**config.mk**
```make
export PLATFORM = sky130hd
export DESIGN_NAME = cycle_glitch_gen
export DESIGN_NICKNAME = d
export VERILOG_FILES = /design/src/rtl/cgg_pkg.sv /design/src/rtl/cgg_rst_sync.sv /design/src/rtl/cgg_edge.sv /design/src/rtl/cgg_clkgen.sv /design/src/rtl/cgg_sweep.sv /design/src/rtl/cycle_glitch_gen.sv
export SDC_FILE = /design/constraint.sdc
export NUM_CORES = 1
export LEC_CHECK = 0
export BUFFER_PORTS_ARGS = -buffer_cell sky130_fd_sc_hd__buf_2
export CORE_ASPECT_RATIO = 0.6
export CORE_MARGIN = 2
export CORE_UTILIZATION = 54
export CTS_BUF_LIST = sky130_fd_sc_hd__clkbuf_16
export DETAILED_ROUTE_END_ITERATION = 10
export PLACE_DENSITY = 0.78
export SYNTH_ARGS = -nofsm -noshare
export SYNTH_HDL_FRONTEND = slang
export SYNTH_HIERARCHICAL = 1
export SYNTH_SLANG_ARGS = --single-unit
```
**constraint.sdc**
```tcl
create_clock -name clk -period 1.95 [get_ports clk]
set_clock_uncertainty 0.2 [all_clocks]
set_input_delay 0.0975 -clock clk [delete_from_list [all_inputs] [get_ports clk]]
set_output_delay 0.0975 -clock clk [all_outputs]
set_load 0.005 [all_outputs]
```
**src/rtl/cgg_pkg.sv**
```systemverilog
package cgg_pkg;

  typedef enum logic [1:0] {
    ST_IDLE   = 2'd0,
    ST_ARMED  = 2'd1,
    ST_GLITCH = 2'd2,
    ST_SETTLE = 2'd3
  } trial_st_e;

endpackage

```
**src/rtl/cgg_rst_sync.sv**
```systemverilog
module cgg_rst_sync #(
  parameter int STAGES = 2
) (
  input  logic clk,
  input  logic rst_n,
  output logic rst_sync_n
);

  logic [STAGES-1:0] shift_q;
  logic [STAGES-1:0] shift_d;

  always_comb begin
    shift_d = {shift_q[STAGES-2:0], 1'b1};
  end

  always_ff @(posedge clk or negedge rst_n) begin
    if (!rst_n) shift_q <= '0;
    else        shift_q <= shift_d;
  end

  assign rst_sync_n = shift_q[STAGES-1];

endmodule

```
**src/rtl/cgg_edge.sv**
```systemverilog
module cgg_edge #(
  parameter int SYNC = 2
) (
  input  logic clk,
  input  logic rst_n,
  input  logic din,
  output logic rise
);

  generate
    if (SYNC == 0) begin : g_direct
      logic prev_q;
      always_ff @(posedge clk or negedge rst_n) begin
        if (!rst_n) prev_q <= 1'b0;
        else        prev_q <= din;
      end
      assign rise = din & ~prev_q;
    end else begin : g_sync
      // bits [SYNC-1:0] synchronise, bit SYNC holds the previous value
      logic [SYNC:0] chain_q;
      logic [SYNC:0] chain_d;
      always_comb begin
        chain_d = {chain_q[SYNC-1:0], din};
      end
      always_ff @(posedge clk or negedge rst_n) begin
        if (!rst_n) chain_q <= '0;
        else        chain_q <= chain_d;
      end
      assign rise = chain_q[SYNC-1] & ~chain_q[SYNC];
    end
  endgenerate


  rise_single_chk: assert property (@(posedge clk) disable iff (!rst_n)
    rise |=> !rise);

endmodule

```
**src/rtl/cgg_clkgen.sv**
```systemverilog
module cgg_clkgen #(
  parameter int PW = 12
) (
  input  logic          clk,
  input  logic          rst_n,
  input  logic [PW-1:0] cyc_len,
  input  logic [PW-1:0] half,
  output logic          cyc_end,
  output logic          clk_out
);

  logic [PW-1:0] tick_q, tick_d;
  logic          out_q, out_d;

  always_comb begin
    cyc_end = (tick_q >= (cyc_len - PW'(1)));
    tick_d  = cyc_end ? '0 : (tick_q + PW'(1));
    out_d   = (tick_q < half) && !cyc_end;
  end

  always_ff @(posedge clk or negedge rst_n) begin
    if (!rst_n) begin
      tick_q <= '0;
      out_q  <= 1'b0;
    end else begin
      tick_q <= tick_d;
      out_q  <= out_d;
    end
  end

  assign clk_out = out_q;


  rise_restart_chk: assert property (@(posedge clk) disable iff (!rst_n)
    $rose(clk_out) |-> (tick_q == PW'(1)));

endmodule

```
**src/rtl/cgg_sweep.sv**
```systemverilog
module cgg_sweep
  import cgg_pkg::*;
#(
  parameter int PW = 12,
  parameter int OW = 8
) (
  input  logic          clk,
  input  logic          rst_n,
  input  logic          trig_rise,
  input  logic          cyc_end,
  input  logic          fault_in,
  input  logic [PW-1:0] cfg_period,
  input  logic [OW-1:0] cfg_offset,
  input  logic [PW-1:0] cfg_step,
  input  logic [PW-1:0] cfg_limit,
  output logic [PW-1:0] cyc_len,
  output logic          busy,
  output logic [PW-1:0] delta,
  output logic [PW-1:0] crit,
  output logic          found,
  output logic          exhausted
);

  localparam logic [PW-1:0] MARGIN = PW'(3);

  trial_st_e     st_q, st_d;
  logic [OW-1:0] cnt_q, cnt_d;
  logic [PW-1:0] dl_q, dl_d;
  logic [PW-1:0] crit_q, crit_d;
  logic          found_q, found_d;
  logic          exh_q, exh_d;

  logic [PW-1:0] per_lim, lim_eff, dl_next;
  logic [PW:0]   dl_sum;

  always_comb begin
    per_lim = cfg_period - MARGIN;
    lim_eff = (cfg_limit > per_lim) ? per_lim : cfg_limit;
    dl_sum  = {1'b0, dl_q} + {1'b0, cfg_step};
    dl_next = (dl_sum > {1'b0, lim_eff}) ? lim_eff : dl_sum[PW-1:0];
  end

  always_comb begin
    st_d    = st_q;
    cnt_d   = cnt_q;
    dl_d    = dl_q;
    crit_d  = crit_q;
    found_d = found_q;
    exh_d   = exh_q;
    unique case (st_q)
      ST_IDLE: begin
        if (trig_rise && !found_q && !exh_q) begin
          st_d  = ST_ARMED;
          cnt_d = '0;
        end
      end
      ST_ARMED: begin
        if (cyc_end) begin
          if (cnt_q == cfg_offset) st_d  = ST_GLITCH;
          else                     cnt_d = cnt_q + OW'(1);
        end
      end
      ST_GLITCH: begin
        if (cyc_end) st_d = ST_SETTLE;
      end
      ST_SETTLE: begin
        if (cyc_end) begin
          st_d = ST_IDLE;
          if (fault_in) begin
            found_d = 1'b1;
            crit_d  = cfg_period - dl_q;
          end else if (dl_q >= lim_eff) begin
            exh_d = 1'b1;
          end else begin
            dl_d = dl_next;
          end
        end
      end
      default: st_d = ST_IDLE;
    endcase
  end

  always_ff @(posedge clk or negedge rst_n) begin
    if (!rst_n) begin
      st_q    <= ST_IDLE;
      cnt_q   <= '0;
      dl_q    <= '0;
      crit_q  <= '0;
      found_q <= 1'b0;
      exh_q   <= 1'b0;
    end else begin
      st_q    <= st_d;
      cnt_q   <= cnt_d;
      dl_q    <= dl_d;
      crit_q  <= crit_d;
      found_q <= found_d;
      exh_q   <= exh_d;
    end
  end

  assign cyc_len   = (st_q == ST_GLITCH) ? (cfg_period - dl_q) : cfg_period;
  assign busy      = (st_q != ST_IDLE);
  assign delta     = dl_q;
  assign crit      = crit_q;
  assign found     = found_q;
  assign exhausted = exh_q;


  delta_bound_chk: assert property (@(posedge clk) disable iff (!rst_n)
    dl_q <= lim_eff);


  delta_when_chk: assert property (@(posedge clk) disable iff (!rst_n)
    (dl_q != $past(dl_q)) |-> ($past(st_q) == ST_SETTLE && $past(cyc_end)));


  found_sticky_chk: assert property (@(posedge clk) disable iff (!rst_n)
    found_q |=> (found_q && $stable(dl_q) && $stable(crit_q)));


  exh_sticky_chk: assert property (@(posedge clk) disable iff (!rst_n)
    exh_q |=> (exh_q && $stable(dl_q)));


  flags_excl_chk: assert property (@(posedge clk) disable iff (!rst_n)
    !(found_q && exh_q));


  busy_start_chk: assert property (@(posedge clk) disable iff (!rst_n)
    $rose(busy) |-> $past(trig_rise));


  glitch_entry_chk: assert property (@(posedge clk) disable iff (!rst_n)
    (st_q == ST_GLITCH && $past(st_q) == ST_ARMED) |-> $past(cyc_end));

endmodule

```
**src/rtl/cycle_glitch_gen.sv**
```systemverilog
module cycle_glitch_gen #(
  parameter int PW   = 12,
  parameter int OW   = 8,
  parameter int SYNC = 2
) (
  input  logic          clk,
  input  logic          rst_n,
  input  logic [PW-1:0] cfg_period,
  input  logic [OW-1:0] cfg_offset,
  input  logic [PW-1:0] cfg_step,
  input  logic [PW-1:0] cfg_limit,
  input  logic          trig,
  input  logic          fault_in,
  output logic          clk_out,
  output logic          busy,
  output logic [PW-1:0] delta,
  output logic [PW-1:0] crit_time,
  output logic          found,
  output logic          exhausted
);

  logic          rst_sync_n;
  logic          trig_rise;
  logic          cyc_end;
  logic [PW-1:0] cyc_len;
  logic [PW-1:0] half;

  assign half = cfg_period >> 1;

  cgg_rst_sync #(.STAGES(2)) u_rst (
    .clk        (clk),
    .rst_n      (rst_n),
    .rst_sync_n (rst_sync_n)
  );

  cgg_edge #(.SYNC(SYNC)) u_edge (
    .clk   (clk),
    .rst_n (rst_sync_n),
    .din   (trig),
    .rise  (trig_rise)
  );

  cgg_clkgen #(.PW(PW)) u_clkgen (
    .clk     (clk),
    .rst_n   (rst_sync_n),
    .cyc_len (cyc_len),
    .half    (half),
    .cyc_end (cyc_end),
    .clk_out (clk_out)
  );

  cgg_sweep #(.PW(PW), .OW(OW)) u_sweep (
    .clk        (clk),
    .rst_n      (rst_sync_n),
    .trig_rise  (trig_rise),
    .cyc_end    (cyc_end),
    .fault_in   (fault_in),
    .cfg_period (cfg_period),
    .cfg_offset (cfg_offset),
    .cfg_step   (cfg_step),
    .cfg_limit  (cfg_limit),
    .cyc_len    (cyc_len),
    .busy       (busy),
    .delta      (delta),
    .crit       (crit_time),
    .found      (found),
    .exhausted  (exhausted)
  );


  reset_quiet_chk: assert property (@(posedge clk)
    !rst_sync_n |-> (!clk_out && !busy && !found && !exhausted));

endmodule

```
==> results.toml, run 1 <==
[run_status]
status = "complete, but fails checks"
violations = "setup timing"

[cts]
cts_max_path_buffers = 2
numCtsBuffers = 5
cts_num_sinks = 54
clkTransAtPathRegs_ns = 0.08
cts.htree.levels = 2
cts-root-buf = "clkbuf_16"
tritoncts = "built"
clock_latency_ns = 0.31

[critical_path]
cp-endpoint = "u_sweep/cnt_q[3]$_DFFE_PN0P_"
startpoint_type = "flop"
max_stage_delay_ns = 0.41
r2r_start = "u_sweep/delta[1]$_DFFE_PN0P_"
worstPathRequired_ns = 1.95
worstReg2RegEnd = "u_sweep/cnt_q[3]$_DFFE_PN0P_"
worstPathMaxFanout = 3
cp_common_cell = "a21oi_2"
startpoint = "u_sweep/delta[1]$_DFFE_PN0P_"
cp_slowest_cell = "dfrtp_2"
cp-end-kind = "flop"
reg2reg_slack_ns = -3.45
reg2reg_depth = 28
cp.arrival_ns = 5.39
path_class = "reg -> reg"

[global_route]
antenna_found_initial = 0
grt.total_usage_pct = 38.7
grt_max_degree = 36
grt_pass1_wl_um = 36000
grt_pass1_vias = 7063
met3_usage_pct = 8.73
grt_overflow = 0
grt.busiest_layer = "met2"
met1_usage_pct = 50.0
met2_usage_pct = 65.0

[synthesis]
synthCells = 661
synth.avg_cell_area_um2 = 8.82
synth_seq_cells = 54
yosys.area.top_type = "dfrtp_1"
ys_async_sr_fraction_pct = 100
synth_flop_cell = "dfrtp_1"
syn_nets = 795
yosys_warnings = 6
synthTopCellsByCount = "ha_1 (84), inv_1 (57), dfrtp_1 (54), nor2_1 (50), a21oi_1 (39)"
synth_seq_area_share_pct = 23.2
synth_top_cell_area_share_pct = 23.2
yosysMostFrequentCell = "ha_1"
yosysUniqueCellTypes = 82
syn_area_um2 = 5830
synth_edf_count = 0
synth_area_leaders = "dfrtp_1 (23%), ha_1 (18%), xnor2_1 (4.7%)"

[power_and_ir_drop]
power_frac_comb_pct = 56.0
intPower_mw = 3.10
p_sw_mw = 2.16
peakVddDrop_mv = 0.533
p_leak_nw = 4.47
power_density_nw_per_um2 = 584
clkPwrFrac_pct = 18.0
seqPwrFrac_pct = 26.0
switching_share_pct = 41.1

[timing]
period_share_pct = 277
fmax_mhz = 185
rsz0062_at_grt = "true"
whs_ns = 0.0375
min_period_ns = 5.40
setup_ws_ns = -3.45
final_hold_viol_count = 0
relSlewSlack_pct = 59.4
tns_ns = -148.65
setup_violations = 49
finalMaxSlewViolations = 0
worst_pin_slew_ns = 0.605

[placement]
preCtsSetupSlack_ns = -3.26
port_buffers = 75
dpl.hpwl_um = 16300
place_congestion = 0.968
placedInstanceArea_um2 = 8040
dp.cells = 1070

[floorplanning]
dieArea_um2 = 11700
die_x_um = 138
core_area_um2 = 10500
die_h_um = 84.5
start_util_pct = 55.4
rows = 29
io_pins = 76

[final_layout]
fin_nets = 1116
drive_above_1_share_pct = 47.9
stdcell_count = 1122
n_antenna_cell = 0
final_area_um2 = 9000
syn2layout_area_growth_pct = 54.5

[drt]
via_count = 7235
wl_per_cell_um = 22.4
ant_nets = 0
vias_per_cell = 6.45
wl_um = 25200
drt_pre_antenna_iters = 6
drc = 0
drtIter0Drc = 952

[min_path]
hp-class = "in -> reg"

[run]
maxCapViolCount = 0
power groups by stage:
stage	Combinational (mW)	Sequential [mW]	Clock [mW]
3_5_place_dp	2.45	1.38	0
3_3_place_gp	2.30	1.36	0
4_1_cts	2.68	1.36	0.926
5_1_grt	3.13	1.38	0.991
2_1_floorplan	1.39	1.42	0
6_report	2.95	1.37	0.945
kinds of logic (layout without fill, tap and decap cells):
logic type                 Yosys count  after routing  synth area share, %
and+or+nand+nor                    191            191                 17.7
other                                2              2                0.129
muxes                               14             14                 2.83
xor gates and xnor gates            56             56                 8.65
adders and majority gates           86             86                 18.7
buffers and inverters               73            395                 5.33
DFF                                 54             54                 23.2
AOI/OAI and AO/OA                  185            185                 23.4
metal layers:
| metal | routed length (um) | up-vias |
|---|---|---|
| met3 | 2950 | 188 |
| met1 | 9420 | 3413 |
| li1 | - | 3042 |
| met4 | 1490 | 0 |
| met5 | 0 | - |
| met2 | 11300 | 592 |
area by class of cell:
class                   instances  area (um^2)
well taps                     139          174
clock buffers                   5          125
multi-input cells             534         4740
clock inverters                 3         16.3
fillers                       533         1520
inverters                      57          214
repair buffers                330         2380
flip-flops and latches         54         1350
flip-flops by register name (all words and copies together) (netlist names):
register and cells:
u_rst/shift_q 2, u_sweep/cnt_q 8, u_sweep/exhausted 1, u_sweep/delta 12, u_sweep/found 1, u_edge/g_sync.chain_q 3
u_clkgen/clk_out 1, u_clkgen/tick_q 12, u_sweep/crit 12, u_sweep/st_q 2
repair_timing:
action / in CTS / in global routing
pin swaps: 51 / 31
hold endpoints to repair: 4 / 0
buffers inserted: 32 / 11
hold buffers: 4 / 0
endpoints found under the setup margin: 49 / 49
resized for setup: 47 / 56
cell usage in the layout, fill, tap and decap left out, types with 6 or more instances in the layout:
cell,synthesis,layout
xnor2_1,31,27
inv_1,57,56
nand4_1,11,11
a21o_1,18,17
nor2_2,9,7
o21a_1,6,6
nor3_1,10,7
mux2_2,10,6
nand2_1,36,31
nand3_1,12,9
buf_4,1,238
nor2_1,50,41
o31a_1,9,9
buf_6,4,9
o21ai_2,1,8
o21ai_1,8,14
o21ai_0,27,13
a21oi_1,39,28
dfrtp_1,54,52
o211ai_1,7,7
and3_1,11,7
xor2_1,24,24
a21oi_2,3,11
nor2_4,0,11
ha_1,84,81
buf_2,2,75
a22oi_1,7,6
metrics by stage:
step / power [mW] / utilization (%)
floorplan: 2.81 / -
global placement: 3.66 / 76.4
detailed placement: 3.82 / 76.4
CTS: 4.97 / 82.6
global route: 5.50 / 85.6
finish: 5.26 / 85.6
critical path: cells and delay by family, from the launching register on:
| kind | cells | cell delay, ns |
|---|---|---|
| adder cells (fa/ha/maj) | 2 | 0.51 |
| XOR/XNOR | 2 | 0.34 |
| buffers and inverters | 4 | 0.53 |
| AND/OR/NAND/NOR | 5 | 0.65 |
| flip-flops | 1 | 0.41 |
| AO/OA/AOI/OAI | 15 | 2.63 |
how the worst min path moves through the flow:
| stage | startpoint | endpoint | slack, ns | cells past startpoint |
|---|---|---|---|---|
| 3_3_place_gp | rst_n | u_rst/shift_q[0]$_DFF_PN0_ | -0.32 | 1 |
| 5_1_grt | u_rst/shift_q[1]$_DFF_PN0_ | u_sweep/delta[10]$_DFFE_PN0P_ | 0.08 | 0 |
| 3_5_place_dp | rst_n | u_rst/shift_q[0]$_DFF_PN0_ | -0.31 | 1 |
| 4_1_cts | cfg_step[0] | u_sweep/delta[0]$_DFFE_PN0P_ | 0.04 | 4 |
| 6_report | cfg_step[0] | u_sweep/delta[0]$_DFFE_PN0P_ | 0.04 | 4 |
| 2_1_floorplan | rst_n | u_rst/shift_q[0]$_DFF_PN0_ | -0.40 | 0 |
Power figures use the tool's default switching activity.
==> run 2, diff against run 1 <==
--- a/config.mk
+++ b/config.mk
@@ -6,12 +6,14 @@
 export NUM_CORES = 1
 export LEC_CHECK = 0
 export BUFFER_PORTS_ARGS = -buffer_cell sky130_fd_sc_hd__buf_2
+export CELL_PAD_IN_SITES_DETAIL_PLACEMENT = 0
+export CELL_PAD_IN_SITES_GLOBAL_PLACEMENT = 1
 export CORE_ASPECT_RATIO = 0.6
 export CORE_MARGIN = 2
-export CORE_UTILIZATION = 54
+export CORE_UTILIZATION = 41
 export CTS_BUF_LIST = sky130_fd_sc_hd__clkbuf_16
 export DETAILED_ROUTE_END_ITERATION = 10
-export PLACE_DENSITY = 0.78
+export PLACE_DENSITY_LB_ADDON = 0.1
 export SYNTH_ARGS = -nofsm -noshare
 export SYNTH_HDL_FRONTEND = slang
 export SYNTH_HIERARCHICAL = 1
==> run 2 against run 1 <==
Effect of this change:
- sequential cell count did not move
- final cell count up 6.1%
- combinational power fell by 3%
- first-iteration DRC count fell by 68%
- clock power up 0.4%
- power fell by 2.1%
- the run ends with hold timing, setup timing left
- maximum frequency increased by 5.2%
- utilization decreased by 18 points
- highest routed layer unchanged
- global-route usage down 11 points
- register-to-register slack better by 0.27 ns
- sequential share of layout area fell by 0.50 points
==> results.toml, run 2 (synthesis results as in run 1) <==
[critical_path]
cp_num_cells = 23
reg2reg_depth = 23
crit_family = "compound AO/OA/AOI/OAI gates"
startpoint = "u_sweep/delta[0]$_DFFE_PN0P_"
cp.arrival_ns = 5.13
worstPathMaxFanout = 4
cp_slowest_cell = "dfrtp_1"
critPathBufInv = 0
r2r_start = "u_sweep/delta[0]$_DFFE_PN0P_"
path_cells = "ha_2 -> fa_2 -> nor2b_2 -> o21ai_2 -> a21boi_2 -> o21ai_2 -> a21boi_2 -> o21ai_2 -> a21boi_2 -> o21ai_2 -> a21boi_2 -> o31ai_2 -> nand3b_1 -> xor2_1 -> ha_1 -> nand4_1 -> o21ai_4 -> nand3b_1 -> nor3_2 -> nand4b_1 -> and2_4 -> a32oi_1 -> a21bo_1"
worstPathRequired_ns = 1.95
reg2reg_slack_ns = -3.18
startpoint_type = "flop"
path_class = "reg -> reg"
worstReg2RegEnd = "u_sweep/delta[11]$_DFFE_PN0P_"
cp-end-kind = "flop"
cp-endpoint = "u_sweep/delta[11]$_DFFE_PN0P_"
max_stage_delay_ns = 0.41

[cts]
clkTransAtPathRegs_ns = 0.08
clock_latency_ns = 0.31
tritoncts = "built"
numCtsBuffers = 5
cts-root-buf = "clkbuf_16"
cts_max_path_buffers = 2
cts_num_sinks = 54
cts.htree.levels = 2

[floorplanning]
rows = 33
dieArea_um2 = 15200
io_pins = 76
core_area_um2 = 13700
die_h_um = 96.3
die_x_um = 158
start_util_pct = 42.4

[final_layout]
syn2layout_area_growth_pct = 59.8
utilization_pct = 67.7
fin_nets = 1131
drive_above_1_share_pct = 51.0
n_antenna_cell = 0
layout_common_cells = "buf_4 (251), ha_1 (79), buf_2 (74)"
final_common_cell = "buf_4"

[global_route]
grt.total_usage_pct = 28.1
grt_overflow = 0
grt_pass1_vias = 6224
grt_max_degree = 40
antenna_found_initial = 0
grt_pass1_wl_um = 32600

[timing]
rsz0062_at_grt = "true"
finalMaxSlewViolations = 0
fmax_mhz = 195
min_period_ns = 5.13
setup_ws_ns = -3.18
final_hold_viol_count = 7
period_share_pct = 263
setup_violations = 49
tns_ns = -142.98
whs_ns = -0.00755

[drt]
drc = 0
vias_per_cell = 5.25
wl_um = 21100
drtIter0Drc = 302
via_count = 6249
wl_per_cell_um = 17.7
drt_pre_antenna_iters = 4
ant_nets = 0

[placement]
preCtsSetupSlack_ns = -3.30
dpl.hpwl_um = 16700
place_congestion = 0.910
port_buffers = 75

[run_status]
status = "complete, but fails checks"
violations = "hold timing, setup timing"

[power_and_ir_drop]
power_density_nw_per_um2 = 553
peakVddDrop_mv = 0.381
p_leak_nw = 4.58

[run]
maxCapViolCount = 0

[min_path]
hp-class = "reg -> async"
## run 2: cell count changes in the layout (fill, tap and decap cells not counted), moves of 6 or more
cell,change
a22oi_2,+6
nor2_4,-7
a22oi_1,-6
nor2_2,+7
buf_4,+13
## run 2: how the worst min path moves through the flow
| stage | from | endpoint | slack [ns] | depth (start not counted) |
|---|---|---|---|---|
| detailed placement | rst_n | u_rst/shift_q[0]$_DFF_PN0_ | -0.31 | 1 |
| floorplan | rst_n | u_rst/shift_q[0]$_DFF_PN0_ | -0.40 | 0 |
| finish | u_rst/shift_q[1]$_DFF_PN0_ | u_sweep/delta[0]$_DFFE_PN0P_ | -0.008 | 0 |
| CTS | u_rst/shift_q[1]$_DFF_PN0_ | u_sweep/delta[0]$_DFFE_PN0P_ | 0.002 | 0 |
| global placement | rst_n | u_rst/shift_q[0]$_DFF_PN0_ | -0.32 | 1 |
| global route | u_rst/shift_q[1]$_DFF_PN0_ | u_sweep/delta[2]$_DFFE_PN0P_ | 0.02 | 0 |
## run 2: layout make-up
class,instances,area [um^2]
Tap cell,192,240
Multi-Input combinational cell,534,4820
Timing Repair Buffer,345,2540
Clock inverter,3,20.0
Fill cell,1119,4440
Clock buffer,5,125
Inverter,57,214
Sequential cell,54,1350
## run 2: where the power goes
group,total [mW],switching (mW),leakage (nW),internal (mW)
Sequential,1.34,0.0970,0.661,1.24
Combinational,2.86,1.46,3.85,1.41
Clock,0.949,0.470,0.0679,0.479
## run 2: what timing repair did
item	4_1_cts	5_1_grt
hold buffers	3	0
setup buffers	21	22
pin swaps	47	52
setup endpoints to repair	49	49
resized for setup	53	69
hold endpoints to repair	3	0
## run 2: metal layers
metal  GRT usage [%]  up-vias  wire [um]  part of all wire, %
li1                -     3077          -                    -
met1            42.1     2994      10700                   51
met2            43.0      159       8950                   42
met3            3.96       19       1260                  6.0
met4            4.85        0        208                 0.98
met5               0        -          0                    0
## run 2: through the flow
| stage | instances | hold slack, ns | total power [mW] | instance area (um^2) |
|---|---|---|---|---|
| floorplan | 661 | -0.398 | 2.81 | 6060 |
| CTS | 1170 | 0.00162 | 5.02 | 8840 |
| global route | 1190 | 0.0198 | 5.49 | 9310 |
| global placement | 1138 | -0.318 | 3.81 | 8260 |
| finish | 1190 | -0.00755 | 5.15 | 9310 |
| detailed placement | 1138 | -0.314 | 3.92 | 8260 |
==> run 3, diff against run 2 <==
--- a/config.mk
+++ b/config.mk
@@ -6,14 +6,11 @@
 export NUM_CORES = 1
 export LEC_CHECK = 0
 export BUFFER_PORTS_ARGS = -buffer_cell sky130_fd_sc_hd__buf_2
-export CELL_PAD_IN_SITES_DETAIL_PLACEMENT = 0
-export CELL_PAD_IN_SITES_GLOBAL_PLACEMENT = 1
 export CORE_ASPECT_RATIO = 0.6
 export CORE_MARGIN = 2
-export CORE_UTILIZATION = 41
-export CTS_BUF_LIST = sky130_fd_sc_hd__clkbuf_16
+export CORE_UTILIZATION = 54
 export DETAILED_ROUTE_END_ITERATION = 10
-export PLACE_DENSITY_LB_ADDON = 0.1
+export PLACE_DENSITY = 0.78
 export SYNTH_ARGS = -nofsm -noshare
 export SYNTH_HDL_FRONTEND = slang
 export SYNTH_HIERARCHICAL = 1
==> run 3 against run 2 <==
Effect of this change:
- the run ends with DRC, setup timing left
- setup slack worse by 0.39 ns
- largest power group unchanged
- power up 7.9%
- critical endpoint is now u_sweep/cnt_q[5]$_DFFE_PN0P_
- maximum frequency down 7.1%
==> results.toml, run 3 (synthesis results as in run 1) <==
[run_status]
status = "complete, but fails checks"
violations = "DRC, setup timing"

[floorplanning]
dieArea_um2 = 11700
die_h_um = 84.5
io_pins = 76
die_x_um = 138
rows = 29
start_util_pct = 55.4
core_area_um2 = 10500

[global_route]
met1_usage_pct = 51.2
grt_overflow = 0
grt.busiest_layer = "met2"
grt_max_degree = 36
grt_pass1_vias = 7167
met2_usage_pct = 69.4
antenna_found_initial = 0
grt_pass1_wl_um = 37800
met3_usage_pct = 7.59
grt.total_usage_pct = 40.7

[drt]
wl_um = 29400
drt_pre_antenna_iters = 11
wl_per_cell_um = 26.1
drc = 1
ant_nets = 0
vias_per_cell = 6.98
drtIter0Drc = 1128
via_count = 7848

[final_layout]
n_antenna_cell = 0
utilization_pct = 87.8
drive_above_1_share_pct = 50.5
syn2layout_area_growth_pct = 58.6
layout_common_cells = "buf_4 (231), ha_1 (79), buf_2 (75)"
stdcell_count = 1124
num-fill-cells = 471
fin_nets = 1118
final_common_cell = "buf_4"

[power_and_ir_drop]
peakVddDrop_mv = 0.682
power_density_nw_per_um2 = 601
p_leak_nw = 4.53

[timing]
setup_ws_ns = -3.57
worst_pin_slew_ns = 0.582
final_hold_viol_count = 0
period_share_pct = 283
min_period_ns = 5.52
setup_violations = 49
fmax_mhz = 181
relSlewSlack_pct = 60.7
finalMaxSlewViolations = 0
rsz0062_at_grt = "true"

[run]
maxCapViolCount = 0

[critical_path]
path_class = "reg -> reg"
cp_slowest_cell = "o31ai_4"
max_stage_delay_ns = 0.47
worstPathRequired_ns = 1.95
cp.arrival_ns = 5.52
worstPathMaxFanout = 3
startpoint_type = "flop"
cp-end-kind = "flop"

[cts]
cts.htree.levels = 2
clkTransAtPathRegs_ns = 0.08
clock_latency_ns = 0.31
cts_num_sinks = 54
numCtsBuffers = 5
cts-root-buf = "clkbuf_16"
cts_max_path_buffers = 2
tritoncts = "built"

[placement]
dp.cells = 1070
dpl.hpwl_um = 16300
place_congestion = 0.968
preCtsSetupSlack_ns = -3.26
port_buffers = 75

[min_path]
hp-class = "in -> reg"
-- run 3: cell types whose count changed in the layout (fill, tap and decap cells not counted), sizes merged --
cell	previous run	this run
buf	342	328
clkbuf	5	7
clkinvlp	1	0
dlygate4sd3	3	4
inv	58	57
-- run 3: through the flow --
step | hold slack (ns) | area [um^2] | setup TNS, ns | power (mW)
floorplan | -0.398 | 6060 | -113.67 | 2.81
global placement | -0.319 | 8040 | -126.71 | 3.66
detailed placement | -0.313 | 8040 | -134.46 | 3.82
CTS | 0.0408 | 8870 | -126.70 | 5.00
global route | 0.0660 | 9240 | -156.01 | 5.73
finish | 0.0260 | 9240 | -158.96 | 5.55
-- run 3: final timing paths --
path	start	end	slack, ns	depth (start not counted)
max in group asynchronous	u_rst/shift_q[1]$_DFF_PN0_	u_sweep/crit[8]$_DFFE_PN0P_	0.87	1
hold / removal	cfg_step[0]	u_sweep/delta[0]$_DFFE_PN0P_	0.03	4
hold reg to reg	u_rst/shift_q[1]$_DFF_PN0_	u_sweep/delta[8]$_DFFE_PN0P_	0.07	0
setup / recovery	u_sweep/delta[1]$_DFFE_PN0P_	u_sweep/cnt_q[5]$_DFFE_PN0P_	-3.57	28
setup reg to reg	u_sweep/delta[1]$_DFFE_PN0P_	u_sweep/cnt_q[5]$_DFFE_PN0P_	-3.57	28
min in group asynchronous	u_rst/shift_q[1]$_DFF_PN0_	u_sweep/delta[8]$_DFFE_PN0P_	0.07	0
-- run 3: where the power goes --
group          switching [mW]  internal [mW]
Sequential              0.126           1.24
Combinational            1.72           1.43
Clock                   0.485          0.552
-- run 3: cell type report --
class	instances	area, um^2	area share (%)
well taps	139	174	1.88
repair buffers	332	2440	26.4
clock inverters	1	8.76	0.0947
inverters	57	214	2.31
multi-input cells	534	4900	53.0
flip-flops and latches	54	1350	14.6
clock buffers	7	153	1.65
-- run 3: repair_timing --
| item | 4_1_cts | 5_1_grt |
|---|---|---|
| hold buffers | 4 | 0 |
| resized for setup | 88 | 59 |
| endpoints found under the hold margin | 4 | 0 |
| setup endpoints to repair | 49 | 49 |
| buffers inserted | 34 | 10 |
| pin swaps | 48 | 52 |
-- run 3: per-layer routing --
| layer | vias up | wire (um) |
|---|---|---|
| met2 | 862 | 12700 |
| li1 | 3042 | - |
| met4 | 0 | 2820 |
| met1 | 3575 | 10100 |
| met3 | 369 | 3800 |
| met5 | - | 0 |
-- run 3: worst max-delay path: cells and delay by family, from the launching register on --
kind | cells | cell delay [ns]
compound gates | 15 | 2.78
xor+xnor | 2 | 0.35
fa+ha+maj | 2 | 0.49
buf+inv | 3 | 0.43
flops | 1 | 0.43
simple gates | 6 | 0.71
